$ cat config.mk
export PLATFORM = sky130hd
export DESIGN_NAME = esb_source_ctrl
export DESIGN_NICKNAME = d
export VERILOG_FILES = /design/src/rtl/esb_pkg.sv /design/src/rtl/esb_addr_decode.sv /design/src/rtl/esb_pq_cell.sv /design/src/rtl/esb_notify_arb.sv /design/src/rtl/esb_source_ctrl.sv
export SDC_FILE = /design/constraint.sdc
export NUM_CORES = 1
export LEC_CHECK = 0
export BUFFER_PORTS_ARGS = -buffer_cell sky130_fd_sc_hd__buf_2
export CORE_MARGIN = 2
export CORE_UTILIZATION = 55
export DETAILED_ROUTE_END_ITERATION = 16
export PLACE_DENSITY = 0.85
export SYNTH_ARGS = -nofsm -noshare
export SYNTH_HDL_FRONTEND = slang
export SYNTH_SLANG_ARGS = --single-unit
export TNS_END_PERCENT = 20
$ cat constraint.sdc
create_clock -name clk -period 4 [get_ports clk]
set_input_delay 0.4 -clock clk [delete_from_list [all_inputs] [get_ports clk]]
set_output_delay 0.4 -clock clk [all_outputs]
set_load 0.01 [all_outputs]
$ cat src/rtl/esb_pkg.sv
// Shared types and encodings for the event state buffer source controller.
// Assumes the two-bit state is {P,Q} with P in bit 1.
package esb_pkg;

    typedef enum logic [2:0] {
        OP_NONE,
        OP_TRIG,
        OP_EOI,
        OP_GET,
        OP_SET
    } esb_op_e;

    typedef struct packed {
        esb_op_e    op;
        logic [1:0] pq;     // target state for OP_SET
    } esb_cmd_t;

    typedef struct packed {
        logic [1:0] pq;
        logic       fire;
    } pq_step_t;

    localparam logic [1:0]  PQ_IDLE   = 2'b00;
    localparam logic [1:0]  PQ_OFF    = 2'b01;
    localparam logic [1:0]  PQ_PEND   = 2'b10;
    localparam logic [1:0]  PQ_QUEUED = 2'b11;

    localparam logic [11:0] OFS_LD_EOI = 12'h000;
    localparam logic [11:0] OFS_ST_EOI = 12'h400;
    localparam logic [11:0] OFS_GET    = 12'h800;
    localparam logic [7:0]  RSP_BAD    = 8'hFF;

    // Next state and notify decision for one trigger applied to a state.
    function automatic pq_step_t pq_trigger(logic [1:0] pq);
        pq_step_t r;
        case (pq)
            PQ_IDLE: begin r.pq = PQ_PEND;   r.fire = 1'b1; end
            PQ_OFF:  begin r.pq = PQ_OFF;    r.fire = 1'b0; end
            default: begin r.pq = PQ_QUEUED; r.fire = 1'b0; end
        endcase
        return r;
    endfunction

endpackage

$ cat src/rtl/esb_addr_decode.sv
// Window address decoder. Splits an access into a source number and an
// operation. Assumes PAGE_SHIFT is one of 12, 13, 16, 17; 13 and 17
// select the two-page layout. Out-of-range sources and undefined offsets
// decode to OP_NONE.
module esb_addr_decode
    import esb_pkg::*;
#(
    parameter int NUM_SRC      = 6,
    parameter int PAGE_SHIFT   = 13,
    parameter int IDX_W        = 4,
    parameter bit STORE_EOI_EN = 1'b1
) (
    input  logic                        req_valid,
    input  logic                        req_we,
    input  logic [PAGE_SHIFT+IDX_W-1:0] req_addr,
    output logic [IDX_W-1:0]            src_idx,
    output logic                        is_load,
    output esb_cmd_t                    cmd
);
    localparam bit TWO_PAGE = (PAGE_SHIFT == 13) || (PAGE_SHIFT == 17);
    localparam int OFS_W    = TWO_PAGE ? PAGE_SHIFT - 1 : PAGE_SHIFT;

    logic [OFS_W-1:0] ofs;
    logic             mg_page;
    logic             tr_page;
    logic             in_range;
    logic             is_set;

    assign ofs      = req_addr[OFS_W-1:0];
    assign src_idx  = req_addr[PAGE_SHIFT+IDX_W-1:PAGE_SHIFT];
    assign in_range = (src_idx < IDX_W'(NUM_SRC));
    assign is_load  = req_valid && !req_we;
    assign is_set   = (ofs[OFS_W-1:10] == (OFS_W-10)'(3)) && (ofs[7:0] == 8'h00);

    // Page role: split halves in two-page mode, shared page otherwise.
    generate
        if (TWO_PAGE) begin : g_two
            assign mg_page = req_addr[PAGE_SHIFT-1];
            assign tr_page = !req_addr[PAGE_SHIFT-1];
        end else begin : g_one
            assign mg_page = 1'b1;
            assign tr_page = 1'b1;
        end
    endgenerate

    // Operation select for one access.
    always_comb begin
        cmd.op = OP_NONE;
        cmd.pq = ofs[9:8];
        if (req_valid && in_range) begin
            if (req_we) begin
                if (mg_page && ofs == OFS_W'(OFS_ST_EOI))
                    cmd.op = STORE_EOI_EN ? OP_EOI : OP_NONE;
                else if (tr_page)
                    cmd.op = OP_TRIG;
            end else if (mg_page) begin
                if (ofs == OFS_W'(OFS_LD_EOI))   cmd.op = OP_EOI;
                else if (ofs == OFS_W'(OFS_GET)) cmd.op = OP_GET;
                else if (is_set)                 cmd.op = OP_SET;
            end
        end
    end

endmodule

$ cat src/rtl/esb_pq_cell.sv
// State cell for one source. Holds {P,Q} and, for level sources, the last
// sampled input. A window command is applied first, then the hardware
// trigger is applied to that result. At most one notify per cycle.
module esb_pq_cell
    import esb_pkg::*;
#(
    parameter bit IS_LEVEL = 1'b0
) (
    input  logic       clk,
    input  logic       rst_n,
    input  logic       src_in,
    input  logic       sel,
    input  esb_cmd_t   cmd,
    output logic [1:0] pq,
    output logic       fire
);
    logic [1:0] pq_q;
    logic [1:0] pq_mid;
    logic [1:0] pq_nxt;
    logic       lvl_q;
    logic       hw_trig;
    logic       fire_cmd;
    logic       fire_hw;
    logic       retrig;
    pq_step_t   st_cmd;
    pq_step_t   st_hw;

    assign pq      = pq_q;
    assign hw_trig = IS_LEVEL ? (src_in && !lvl_q) : src_in;
    assign st_cmd  = pq_trigger(pq_q);
    assign st_hw   = pq_trigger(pq_mid);
    assign fire    = fire_cmd || fire_hw;

    // Effect of the window command on the stored state.
    always_comb begin
        pq_mid   = pq_q;
        fire_cmd = 1'b0;
        retrig   = pq_q[0] || (IS_LEVEL && lvl_q);
        if (sel) begin
            case (cmd.op)
                OP_TRIG: begin
                    pq_mid   = st_cmd.pq;
                    fire_cmd = st_cmd.fire;
                end
                OP_EOI: begin
                    if (pq_q != PQ_OFF) begin
                        pq_mid   = retrig ? PQ_PEND : PQ_IDLE;
                        fire_cmd = retrig;
                    end
                end
                OP_SET:  pq_mid = cmd.pq;
                default: pq_mid = pq_q;
            endcase
        end
    end

    // Hardware trigger applied after the command.
    always_comb begin
        pq_nxt  = pq_mid;
        fire_hw = 1'b0;
        if (hw_trig) begin
            pq_nxt  = st_hw.pq;
            fire_hw = st_hw.fire;
        end
    end

    // State and level-sample registers.
    always_ff @(posedge clk) begin
        if (!rst_n) begin
            pq_q  <= PQ_IDLE;
            lvl_q <= 1'b0;
        end else begin
            pq_q  <= pq_nxt;
            lvl_q <= src_in;
        end
    end

endmodule

$ cat src/rtl/esb_notify_arb.sv
// Notification queue. One request bit per source collects fires; the
// lowest set bit is moved into a held output register whenever that
// register is empty or being accepted.
module esb_notify_arb #(
    parameter int NUM_SRC = 6,
    parameter int IDX_W   = 4
) (
    input  logic               clk,
    input  logic               rst_n,
    input  logic [NUM_SRC-1:0] fire,
    input  logic               notify_ready,
    output logic               notify_valid,
    output logic [IDX_W-1:0]   notify_src
);
    logic [NUM_SRC-1:0] req_q;
    logic [NUM_SRC-1:0] clr;
    logic [IDX_W-1:0]   pick;
    logic               any;
    logic               load;

    assign load = any && (!notify_valid || notify_ready);

    // Lowest-numbered pending request.
    always_comb begin
        pick = '0;
        any  = 1'b0;
        for (int i = NUM_SRC - 1; i >= 0; i--) begin
            if (req_q[i]) begin
                pick = IDX_W'(i);
                any  = 1'b1;
            end
        end
    end

    // Request bit cleared when it is moved to the output.
    always_comb begin
        for (int i = 0; i < NUM_SRC; i++)
            clr[i] = load && (pick == IDX_W'(i));
    end

    // Request bits and held output register.
    always_ff @(posedge clk) begin
        if (!rst_n) begin
            req_q        <= '0;
            notify_valid <= 1'b0;
            notify_src   <= '0;
        end else begin
            req_q <= (req_q & ~clr) | fire;
            if (load) begin
                notify_valid <= 1'b1;
                notify_src   <= pick;
            end else if (notify_ready) begin
                notify_valid <= 1'b0;
            end
        end
    end

endmodule

$ cat src/rtl/esb_source_ctrl.sv
// Top of the event state buffer source controller: decoder, one state
// cell per source, the notification queue, and the registered load
// response. Assumes one window access per cycle at most.
module esb_source_ctrl
    import esb_pkg::*;
#(
    parameter int                 NUM_SRC      = 6,
    parameter int                 PAGE_SHIFT   = 13,
    parameter bit                 STORE_EOI_EN = 1'b1,
    parameter logic [NUM_SRC-1:0] LEVEL_MASK   = 6'b110000,
    parameter int                 IDX_W        = $clog2(NUM_SRC) + 1,
    parameter int                 ADDR_W       = PAGE_SHIFT + IDX_W
) (
    input  logic               clk,
    input  logic               rst_n,
    input  logic [NUM_SRC-1:0] src_in,
    input  logic               req_valid,
    input  logic               req_we,
    input  logic [ADDR_W-1:0]  req_addr,
    output logic               rsp_valid,
    output logic [7:0]         rsp_data,
    output logic               notify_valid,
    input  logic               notify_ready,
    output logic [IDX_W-1:0]   notify_src
);
    logic [IDX_W-1:0]   src_idx;
    logic               is_load;
    esb_cmd_t           cmd;
    logic [1:0]         pq_all [NUM_SRC];
    logic [NUM_SRC-1:0] fire;
    logic [1:0]         old_pq;
    logic               reads_state;

    esb_addr_decode #(
        .NUM_SRC(NUM_SRC), .PAGE_SHIFT(PAGE_SHIFT),
        .IDX_W(IDX_W), .STORE_EOI_EN(STORE_EOI_EN)
    ) u_dec (
        .req_valid(req_valid), .req_we(req_we), .req_addr(req_addr),
        .src_idx(src_idx), .is_load(is_load), .cmd(cmd)
    );

    generate
        for (genvar i = 0; i < NUM_SRC; i++) begin : g_src
            esb_pq_cell #(.IS_LEVEL(LEVEL_MASK[i])) u_cell (
                .clk(clk), .rst_n(rst_n), .src_in(src_in[i]),
                .sel(src_idx == IDX_W'(i)), .cmd(cmd),
                .pq(pq_all[i]), .fire(fire[i])
            );
        end
    endgenerate

    esb_notify_arb #(.NUM_SRC(NUM_SRC), .IDX_W(IDX_W)) u_arb (
        .clk(clk), .rst_n(rst_n), .fire(fire),
        .notify_ready(notify_ready),
        .notify_valid(notify_valid), .notify_src(notify_src)
    );

    // Prior state of the addressed source.
    always_comb begin
        old_pq = PQ_IDLE;
        for (int i = 0; i < NUM_SRC; i++)
            if (src_idx == IDX_W'(i)) old_pq = pq_all[i];
    end

    assign reads_state = (cmd.op == OP_EOI) || (cmd.op == OP_GET) || (cmd.op == OP_SET);

    // Registered load response.
    always_ff @(posedge clk) begin
        if (!rst_n) begin
            rsp_valid <= 1'b0;
            rsp_data  <= '0;
        end else begin
            rsp_valid <= is_load;
            rsp_data  <= reads_state ? {6'b0, old_pq} : RSP_BAD;
        end
    end

endmodule

==> summary.md, run 1 <==
| Metric | Value |
|---|---|
| Clock Latency Late Sink | 0.29 ns |
| Setup Buffers After CTS | 0 |
| Met1 GRT Util | 42.61% |
| Setup violators final | 0 |
| ANT cells | 0 |
| Commonest cells in the netlist | nand2_1 (29), dfxtp_1 (28), clkbuf_1 (19), o21ai_0 (19) |
| Routing usage on met2 | 48.42% |
| Worst slew pin tran | 1.054 ns |
| DRC Markers | 0 |
| Post-layout minimum cycle time | 2.551 ns |
| Fin crit share | 63.79% |
| Die Area | 4640 um^2 |
| Tot GR Track Use | 31.66% |
| Hold buffer count at CTS | 0 |
| Worst EP required | 4.14 ns |
| Share of layout cells above drive strength 1 | 16.92% |
| Clock sinks | 28 |
| Pin count of the biggest net entering global routing | 23 |
| Post-synthesis sequential area ratio | 24.79% |
| Initial antenna violation count | 0 |
| CP max-delay cell | o41ai_1 |
| GRT busiest layer | met2 |
| Seq cells post-synth | 28 |
| Endpoints failing hold | 0 |
| Fill count | 367 |
| CTS Buf Count | 3 |
| Worst hold path class | input pin to register |
| Slew Viols, Final | 0 |
| Non-Filler Instances | 375 |
| Nature of the critical path startpoint | input pin |
| Vias per cell | 7.040 |
| Vias in the first global route | 2380 |
| Global routing usage on met3 | 6.414% |
| Maximum clock rate | 0.3919 GHz |
| IO buf count | 40 |
| GR Overflow Total | 0 |
| Final Util | 62.63% |
| Initial DRC Count | 314 |
| Critical Path Sink Type | register |
| Gpl congestion | 0.9783 |
| Top cells by area, synth | dfxtp_1 (25%), nand2_1 (4.8%), o21ai_0 (4.2%) |
| Skew final | 0.01153 ns |
| Top delay family on crit path | compound AO/OA/AOI/OAI gates |
| Maximum clock path buffer count | 2 |
| Top Ports | 42 |
| Drt total wl | 6.925 mm |
| DP HPWL | 4.925 mm |
| Pwr/cell area | 304.3 nW/um^2 |
| First-pass DRT Iterations | 6 |
| Avg WL per Cell | 18.47 um |
| Placed Cells | 371 |
| Count leader, synth | nand2_1 |
| CP arrival | 2.69 ns |
| CP max stage delay | 0.65 ns |
| Cells along the critical path | buf_2 -> nor4_4 -> nand4_4 -> o41ai_1 -> a21oi_1 -> o21ai_1 -> o22ai_1 |
| Async SR Flop Fraction | 0% |
| CTS tree | built |
| Cell area after synthesis | 2261 um^2 |
| Library cells used by synthesis | 64 |
| Initial Util | 56.93% |
| Worst Path Max Fanout | 18 |
| H-tree levels | 1 |
| Die H | 68.12 um |
| Syn nets | 334 |
| Setup TNS | 0 ns |
| Status | finished clean |
| Yosys top cell area share | 24.79% |
| Final nets | 354 |
| Synthesis Warnings | 0 |
| Row Count | 23 |
| Top FF cell, synth | dfxtp_1 |
| Worst rel slew slack | 28.76% |
| Critical path class | input pin to register |
| Via count | 2640 |
| Syn Area/Cell | 7.389 um^2 |
| Post-synth top area cell | dfxtp_1 |
| Post-cts resize count | 0 |
| Unrepaired setup endpoints after global routing | false |
| First-pass GRT wire length | 11.23 mm |
| Syn Inst Count | 306 |
| Post-synth EDFFs | 0 |
| Core area | 3971 um^2 |
| Hold Slack | 0.3156 ns |
| CTS root buffer | clkbuf_8 |
| IR drop worst, VDD | 0.0001969 V |
| Leak | 0.8649 nW |
| Buf/Inv on CP | 1 |
| Clock-pin transition on the worst setup and hold timing paths | 0.11 ns |
| Die width | 68.12 um |
| Area delta synth->final | 10.02% |
| Post-DRT Antenna Nets | 0 |
| Max Cap Viol | 0 |
==> through the flow <==
stage / cell area [um^2] / worst slack, ns / total power [mW]
after detailed placement: 2416 / 1.267 / 0.5202
after global placement: 2416 / 1.296 / 0.5168
final: 2487 / 1.449 / 0.7569
after global routing: 2487 / 1.295 / 0.7892
after floorplan: 2261 / 1.627 / 0.4641
after CTS: 2487 / 1.542 / 0.7491
==> placed cells by master, fill, tap and decap left out, types with 4 or more instances in the layout <==
| cell | count |
|---|---|
| o21ai_1 | 4 |
| o22ai_1 | 7 |
| a21oi_1 | 16 |
| or3_1 | 4 |
| nor3_1 | 12 |
| and2_1 | 5 |
| o21ai_0 | 19 |
| o41ai_1 | 4 |
| a22oi_1 | 4 |
| inv_1 | 8 |
| buf_2 | 40 |
| nand4_1 | 10 |
| o21a_1 | 9 |
| nor2_1 | 16 |
| a31oi_1 | 10 |
| and3_1 | 4 |
| dfxtp_1 | 28 |
| nand3_1 | 10 |
| o2111ai_1 | 4 |
| nand2b_1 | 6 |
| nand2_1 | 29 |
| o32ai_1 | 4 |
==> cell families (layout without fill, tap and decap cells) <==
| kind of cell | count (synthesis) | count (layout) | synth area share, % |
|---|---|---|---|
| buffers and inverters | 36 | 55 | 7.083 |
| AND/OR/NAND/NOR | 121 | 121 | 30.27 |
| flip-flops | 28 | 28 | 24.79 |
| multiplexers | 2 | 2 | 0.8855 |
| AO/OA/AOI/OAI | 118 | 118 | 36.80 |
| other | 1 | 1 | 0.1659 |
==> final timing paths <==
kind,to,cells after the start,startpoint,slack (ns)
setup / recovery,u_arb.req_q[3],7,req_addr[5],1.45
hold / removal,g_src[5].u_cell.lvl_q,2,src_in[5],0.32
setup reg to reg,u_arb.req_q[5],6,g_src[5].u_cell.pq[0],1.94
hold reg to reg,u_arb.notify_src[0],2,u_arb.notify_src[0],0.46
==> cell type report <==
cell class	instances	area (um^2)	area share (%)
Multi-Input combinational cell	242	1540	61.92
Sequential cell	28	560.5	22.54
Timing Repair Buffer	43	222.7	8.954
Tap cell	50	62.56	2.515
Clock buffer	3	41.29	1.660
Clock inverter	1	30.03	1.207
Inverter	8	30.03	1.207
==> sequential cells by signal (all words and copies together), names as in the netlist <==
register and flops:
g_src.u_cell.pq 12, u_arb.req_q 6, rsp_data 3, u_arb.notify_src 3
g_src.u_cell.lvl_q 2, rsp_valid 1, u_arb.notify_valid 1
==> routing by layer <==
layer | up-vias | wire, um
li1 | 1232 | -
met1 | 1201 | 2901
met2 | 180 | 3076
met3 | 27 | 739
met4 | 0 | 207
met5 | - | 0
==> worst reg2reg max path, cell delays in order, from the launching register on <==
cell and delay (ns):
dfxtp_1 0.48, mux2i_1 0.34, o211ai_1 0.12, or3_1 0.37
a21boi_0 0.19, o22ai_1 0.14, o32ai_1 0.33
==> power breakdown <==
group / leakage [nW] / switching, mW / internal (mW)
Sequential: 0.232 / 0.0321 / 0.305
Combinational: 0.597 / 0.107 / 0.0767
Clock: 0.0357 / 0.102 / 0.134
(Power assumes the default switching activity.)
==> run 2, diff against run 1 <==
- CORE_UTILIZATION: 55 -> 51
- PLACE_DENSITY: 0.85 -> 0.83
- clock period: 4 -> 2.3 ns (I/O delays scaled with it)
==> run 2 against run 1 <==
  * Critical path depth increased by 1
  * Largest cell class unchanged
  * Via count increased by 3.9%
  * Power increased by 76%
  * Highest routed layer unchanged
  * Final area increased by 8.9%
  * Non-clock buffer count increased by 29
  * Wire length increased by 8.3%
  * Clock power increased by 70%
  * Flip-flop and latch count unchanged
  * Combinational power increased by 88%
  * Final cell count increased by 8.3%
  * Sequential share of layout area decreased by 1.8 points
  * Worst hold slack got worse by 0.16 ns
==> summary.md, run 2 (same netlist as run 1, synthesis figures left out) <==
| Metric | Value |
|---|---|
| CTS Buf Count | 3 (unchanged) |
| Setup Buffers After CTS | 0 (unchanged) |
| DRC Markers | 0 (unchanged) |
| Max reg flops | 12 (unchanged) |
| Top Ports | 42 (unchanged) |
| Worst EP required | 2.43 ns (-1.71 ns) |
| IR drop worst, VDD | 0.0003237 V (+64%) |
| CP arrival | 2.24 ns (-0.45 ns) |
| Critical path class | input pin to register |
| CTS root buffer | clkbuf_8 |
| FF-to-FF setup slack | 0.35 ns (-1.59 ns) |
| Unrepaired setup endpoints after global routing | false |
| Hold buffer count at CTS | 0 (unchanged) |
| Post-layout minimum cycle time | 2.103 ns |
| Final worst slack | 0.1968 ns (-1.252 ns) |
| Buf/Inv on CP | 2 (+1) |
| GR Overflow Total | 0 (unchanged) |
| IO buf count | 40 (unchanged) |
| H-tree levels | 1 (unchanged) |
| Slew Viols, Final | 0 (unchanged) |
| First-pass GRT wire length | 12.34 mm (+9.9%) |
| Maximum clock rate | 0.4755 GHz |
| Hold Slack | 0.1545 ns (-0.1610 ns) |
| Leak | 1.003 nW (+16%) |
| Die H | 70.58 um (+3.6%) |
| Worst hold path class | input pin to register |
| Tot GR Track Use | 30.57% (-1.1 points) |
| Most frequent cells in the layout | buf_2 (40), buf_4 (32), nand2_1 (29), dfxtp_1 (28), o21ai_0 (19) |
| DP HPWL | 5.486 mm (+11%) |
| Clock sinks | 28 (unchanged) |
| Drt total wl | 7.498 mm (+8.3%) |
| Die Area | 4982 um^2 (+7.4%) |
| Die width | 70.58 um (+3.6%) |
| Skew final | 0.001139 ns (-0.01039 ns) |
| Nature of the critical path startpoint | input pin |
| CP max stage delay | 0.60 ns (-0.05 ns) |
| Area delta synth->final | 19.76% |
| Fin crit share | 91.44% |
| Share of layout cells above drive strength 1 | 23.73% (+6.8 points) |
| CTS tree | built |
| Initial antenna violation count | 0 (unchanged) |
| Avg WL per Cell | 18.47 um (about the same) |
| CP max-delay cell | o41ai_1 |
| Final nets | 383 (+8.2%) |
| Pwr/cell area | 491.9 nW/um^2 (+62%) |
| Row Count | 24 (+4.3%) |
| Setup violators final | 0 (unchanged) |
| Status | finished clean |
| Core area | 4324 um^2 (+8.9%) |
| Vias in the first global route | 2577 (+8.3%) |
| Initial DRC Count | 379 (+21%) |
| Worst rel slew slack | 50.75% (+22 points) |
| Worst Path Max Fanout | 5 (-13) |
| Initial Util | 52.29% (-4.6 points) |
| Top delay family on crit path | compound AO/OA/AOI/OAI gates |
| Pre-CTS setup slack | -0.06130 ns (-1.328 ns) |
| Endpoints failing hold | 0 (unchanged) |
| Via count | 2744 (+3.9%) |
| Commonest non-fill, non-tap cell in the layout | buf_2 |
| Cells along the critical path | buf_2 -> nor4_4 -> nand4_4 -> o41ai_1 -> a21oi_1 -> buf_4 -> o21ai_1 -> o22ai_1 |
| Clock-pin transition on the worst setup and hold timing paths | 0.10 ns (about the same) |
| ANT cells | 0 (unchanged) |
| Maximum clock path buffer count | 2 (unchanged) |
| Critical Path Sink Type | register |
| Max Cap Viol | 0 (unchanged) |
| First-pass DRT Iterations | 5 (-1) |
| Post-DRT Antenna Nets | 0 (unchanged) |
| Fill count | 401 (+9.3%) |
| Post-cts resize count | 0 (unchanged) |
| Worst slew pin tran | 0.7379 ns (-0.3158 ns) |
| Pin count of the biggest net entering global routing | 23 (unchanged) |
| Gpl congestion | 0.9524 (-2.6%) |
| Vias per cell | 6.759 (-4.0%) |
| Clock Latency Late Sink | 0.28 ns (about the same) |
[run 2: changes by cell type in the layout (fill, tap and decap cells not counted), sizes merged]
cell and delta:
buf +29
[run 2: path summary, 6_finish.rpt]
check	startpoint	depth (start not counted)	end
setup / recovery	req_addr[5]	8	u_arb.req_q[3]
hold / removal	src_in[5]	2	g_src[5].u_cell.lvl_q
setup reg to reg	g_src[5].u_cell.pq[0]	6	u_arb.req_q[5]
hold reg to reg	u_arb.notify_src[0]	2	u_arb.notify_src[0]
[run 2: power by group]
group | switching (mW) | internal (mW)
registers | 0.0543 | 0.531
logic | 0.195 | 0.149
clock network | 0.169 | 0.233
total | 0.418 | 0.914
[run 2: layer usage]
layer  share of wire (%)  up-vias  global-route usage [%]
li1                    -     1291                       -
met1                  42     1261                   40.78
met2                  46      165                   48.11
met3                 8.0       27                   4.986
met4                 3.3        0                   15.30
met5                   0        -                       0
[run 2: layout make-up]
class	instances	area [um^2]	share of cell area [%]
multi-input cells	242	1540	56.89
flip-flops and latches	28	560.5	20.70
inverters	8	30.03	1.109
repair buffers	72	440.4	16.27
clock inverters	1	30.03	1.109
well taps	52	65.06	2.403
clock buffers	3	41.29	1.525
[run 2: per-stage QoR]
| stage | TNS, ns | instance area [um^2] | cells | power [mW] | util [%] |
|---|---|---|---|---|---|
| after detailed placement | -0.2712 | 2636 | 402 | 0.9276 | 60.97 |
| after floorplan | 0 | 2261 | 306 | 0.8072 | - |
| after CTS | 0 | 2708 | 406 | 1.334 | 62.62 |
| after global placement | 0 | 2636 | 402 | 0.9206 | 60.97 |
| after global routing | 0 | 2708 | 406 | 1.396 | 62.62 |
| final | 0 | 2708 | 406 | 1.332 | 62.62 |
[run 2: worst register-to-register path, stage by stage (launching register included)]
cell	delay, ns
dfxtp_1	0.46
mux2i_1	0.30
o211ai_1	0.12
or3_1	0.36
a21boi_0	0.18
o22ai_1	0.14
o32ai_1	0.29
==> run 3, diff against run 2 <==
- SYNTH_HIERARCHICAL: default -> 1
==> run 3 against run 2 <==
  * The flow now finishes with violations (negative setup slack)
  * Clock skew rose by 0.0052 ns
  * Wire length shrank 4.5%
  * Clock-buffer cell count unchanged
  * Utilization up 12 points
  * Critical path type unchanged
==> summary.md, run 3 <==
| Metric | Value |
|---|---|
| Row Count | 24 (unchanged) |
| Worst Path Max Fanout | 8 (+3) |
| Post-synthesis xor/xnor area fraction | 0.7349% (+0.73 points) |
| Yosys top cell area share | 23.52% (-1.3 points) |
| First-pass GRT wire length | 10.28 mm (-17%) |
| Unrepaired setup endpoints after global routing | true |
| Die width | 72.37 um (+2.5%) |
| Cell area after synthesis | 2384 um^2 (+5.4%) |
| Worst EP required | 2.53 ns (+0.10 ns) |
| Via count | 2813 (+2.5%) |
| Compound-Gate Fraction of Synth Area | 28.08% (-8.7 points) |
| Fin crit share | 100.1% (+8.7 points) |
| Endpoints failing hold | 0 (unchanged) |
| CTS Buf Count | 3 (unchanged) |
| Syn Inst Count | 322 (+5.2%) |
| Leak | 1.421 nW (+42%) |
| Placement Cell Area | 2945 um^2 (+12%) |
| Final worst slack | -0.003355 ns (-0.2002 ns) |
| CTS tree | built |
| Main combinational cell family by area after synthesis | simple AND/OR/NAND/NOR gates |
| Commonest cells in the netlist | inv_1 (36), dfxtp_1 (28), nor2_1 (25) |
| Post-layout minimum cycle time | 2.303 ns (+0.2002 ns) |
| Simple-gate share of the synthesized area | 32.91% (+2.6 points) |
| GR Overflow Total | 0 (unchanged) |
| Initial Util | 54.00% (+1.7 points) |
| Critical Path Sink Type | register |
| Clock Latency Late Sink | 0.29 ns (about the same) |
| Tot GR Track Use | 24.02% (-6.5 points) |
| Worst hold path class | input pin to register |
| Syn Area/Cell | 7.402 um^2 (+0.18%) |
| Seq cells post-synth | 28 (unchanged) |
| Setup TNS | -0.006434 ns (-0.006434 ns) |
| Synthesis Warnings | 6 (+6) |
| IR drop worst, VDD | 0.0002831 V (-13%) |
| Most frequent cells in the layout | buf_4 (58), buf_2 (40), inv_1 (35), dfxtp_1 (28), nor2_1 (25) |
| Share of layout cells above drive strength 1 | 35.59% (+12 points) |
| Status | finished with violations |
| Mux cell area share after synthesis | 4.304% (+3.4 points) |
| Area delta synth->final | 37.38% |
| Drt total wl | 7.158 mm (-4.5%) |
| Die H | 72.37 um (+2.5%) |
| Clock-pin transition on the worst setup and hold timing paths | 0.10 ns (about the same) |
| ANT cells | 0 (unchanged) |
| Post-synth EDFFs | 0 (unchanged) |
| Net Sw Frac | 29.85% (-1.5 points) |
| Combinational power share | 25.3% (-0.5 points) |
| Maximum clock path buffer count | 2 (unchanged) |
| Vias per cell | 6.049 (-10%) |
| Final Util | 74.18% (+12 points) |
| Placed Cells | 444 (+10%) |
| Top cells by area, synth | dfxtp_1 (24%), inv_1 (5.7%), o22ai_1 (5.0%) |
| Setup violators final | 2 (+2) |
| Top Ports | 42 (unchanged) |
| Post-DRT Antenna Nets | 0 (unchanged) |
| Syn nets | 350 (+4.8%) |
| Clock share of power | 30.4% (+0.2 points) |
| Clock sinks | 28 (unchanged) |
| NetSw | 0.3935 mW (-5.8%) |
| Final Cell Area | 3274 um^2 (+21%) |
| Skew final | 0.006346 ns (+0.005207 ns) |
| Die Area | 5237 um^2 (+5.1%) |
| Critical path class | input pin to register |
| Failing checks | negative setup slack |
| Max Cap Viol | 0 (unchanged) |
| Pwr/cell area | 402.6 nW/um^2 (-18%) |
| H-tree levels | 1 (unchanged) |
| Initial antenna violation count | 0 (unchanged) |
| Final nets | 442 (+15%) |
| Library cells used by synthesis | 51 (-20%) |
| Avg WL per Cell | 15.39 um (-17%) |
| DP HPWL | 4.793 mm (-13%) |
| Pin count of the biggest net entering global routing | 26 (+13%) |
| Pre-CTS setup slack | -0.3227 ns (-0.2614 ns) |
| Nature of the critical path startpoint | input pin |
| Commonest non-fill, non-tap cell in the layout | buf_4 |
| Post-Synth Adder-Cell Area | 0% (unchanged) |
| CP arrival | 2.53 ns (+0.29 ns) |
| Gpl congestion | 0.8755 (-8.1%) |
| Max reg flops | 12 (unchanged) |
| Count leader, synth | inv_1 |
| CTS root buffer | clkbuf_8 |
| IO buf count | 40 (unchanged) |
| Initial DRC Count | 133 (-65%) |
| Worst rel slew slack | 46.93% (-3.8 points) |
| Post-synthesis sequential area ratio | 23.52% (-1.3 points) |
| Maximum clock rate | 0.4341 GHz (-8.7%) |
| First-pass DRT Iterations | 5 (unchanged) |
| DRC Markers | 0 (unchanged) |
| Vias in the first global route | 2411 (-6.4%) |
| Register share of total power | 44.2% (+0.2 points) |
| Top FF cell, synth | dfxtp_1 |
| Async SR Flop Fraction | 0% (unchanged) |
| Internal power | 0.9247 mW (+1.2%) |
| Non-Filler Instances | 465 (+15%) |
| Core area | 4414 um^2 (+2.1%) |
| Worst slew pin tran | 0.7850 ns (+0.04706 ns) |
| Slew Viols, Final | 0 (unchanged) |
| Post-synth top area cell | dfxtp_1 |
run 3: changes by cell type in the layout (fill, tap and decap cells not counted), sizes merged, moves of 8 or more:
| cell | previous run | this run |
|---|---|---|
| o22ai | 7 | 19 |
| buf | 72 | 102 |
| nand4 | 11 | 1 |
| o21a | 9 | 1 |
| nor2 | 16 | 25 |
| nor2b | 3 | 14 |
| nand2 | 29 | 18 |
| inv | 8 | 36 |
| nand3 | 10 | 0 |
| nor3b | 1 | 10 |
run 3: critical path, cell delays in order:
cell and delay, ns:
buf_2 0.12, nor4b_4 0.32, nand2_2 0.09, buf_4 0.15
nor4_4 0.28, buf_6 0.18, nand2b_1 0.10, a21oi_1 0.26
o21ai_0 0.16, a32oi_1 0.24, a31o_1 0.23, inv_1 0.06
a21oi_1 0.11
run 3: worst paths after layout:
path,start,endpoint,slack (ns),depth (start not counted)
worst max-delay path,req_addr[6],u_arb/req_q[3],-0.003,13
worst min-delay path,src_in[4],g_src[4].u_cell/lvl_q,0.19,3
worst max register to register,g_src[5].u_cell/pq[0],u_arb/req_q[5],0.64,7
worst min register to register,u_arb/notify_src[0],u_arb/notify_src[0],0.47,2
run 3: layer usage:
layer	global-route usage, %	part of all wire [%]
met5	0	0
met1	29.27	42
met4	11.32	2.7
met3	2.917	3.8
met2	41.79	52
run 3: cells by family after synthesis:
family	count (synthesis)
AO/OA/AOI/OAI	99
multiplexers	10
other	1
buffers and inverters	51
AND/OR/NAND/NOR	131
flip-flops	28
XOR/XNOR	2
run 3: metrics by stage:
stage                     total power, mW  hold slack [ns]
after floorplan                    0.7807           0.3475
after global placement             0.8872           0.4487
after detailed placement           0.8988           0.4546
after CTS                           1.303           0.1812
after global routing                1.385           0.2028
final                               1.318           0.1857
run 3: power groups by stage:
stage | logic (mW) | registers (mW) | clock network, mW
after floorplan | 0.199 | 0.582 | 0
after global placement | 0.300 | 0.587 | 0
after detailed placement | 0.311 | 0.588 | 0
after CTS | 0.312 | 0.577 | 0.414
after global routing | 0.364 | 0.587 | 0.434
final | 0.334 | 0.583 | 0.401
run 3: layout make-up:
type / instances / area (um^2)
Clock buffer: 3 / 41.29
Clock inverter: 1 / 30.03
Fill cell: 317 / 1140
Inverter: 36 / 135.1
Multi-Input combinational cell: 243 / 1753
Sequential cell: 28 / 560.5
Tap cell: 52 / 65.06
Timing Repair Buffer: 102 / 689.4
run 3: repair_timing:
item / in CTS / in global routing
buffers inserted: 0 / 17
endpoints found under the setup margin: 3 / 12
endpoints found under the hold margin: 0 / 0
gates resized for setup: 0 / 35
hold buffers: 0 / 0
pin swaps: 1 / 15
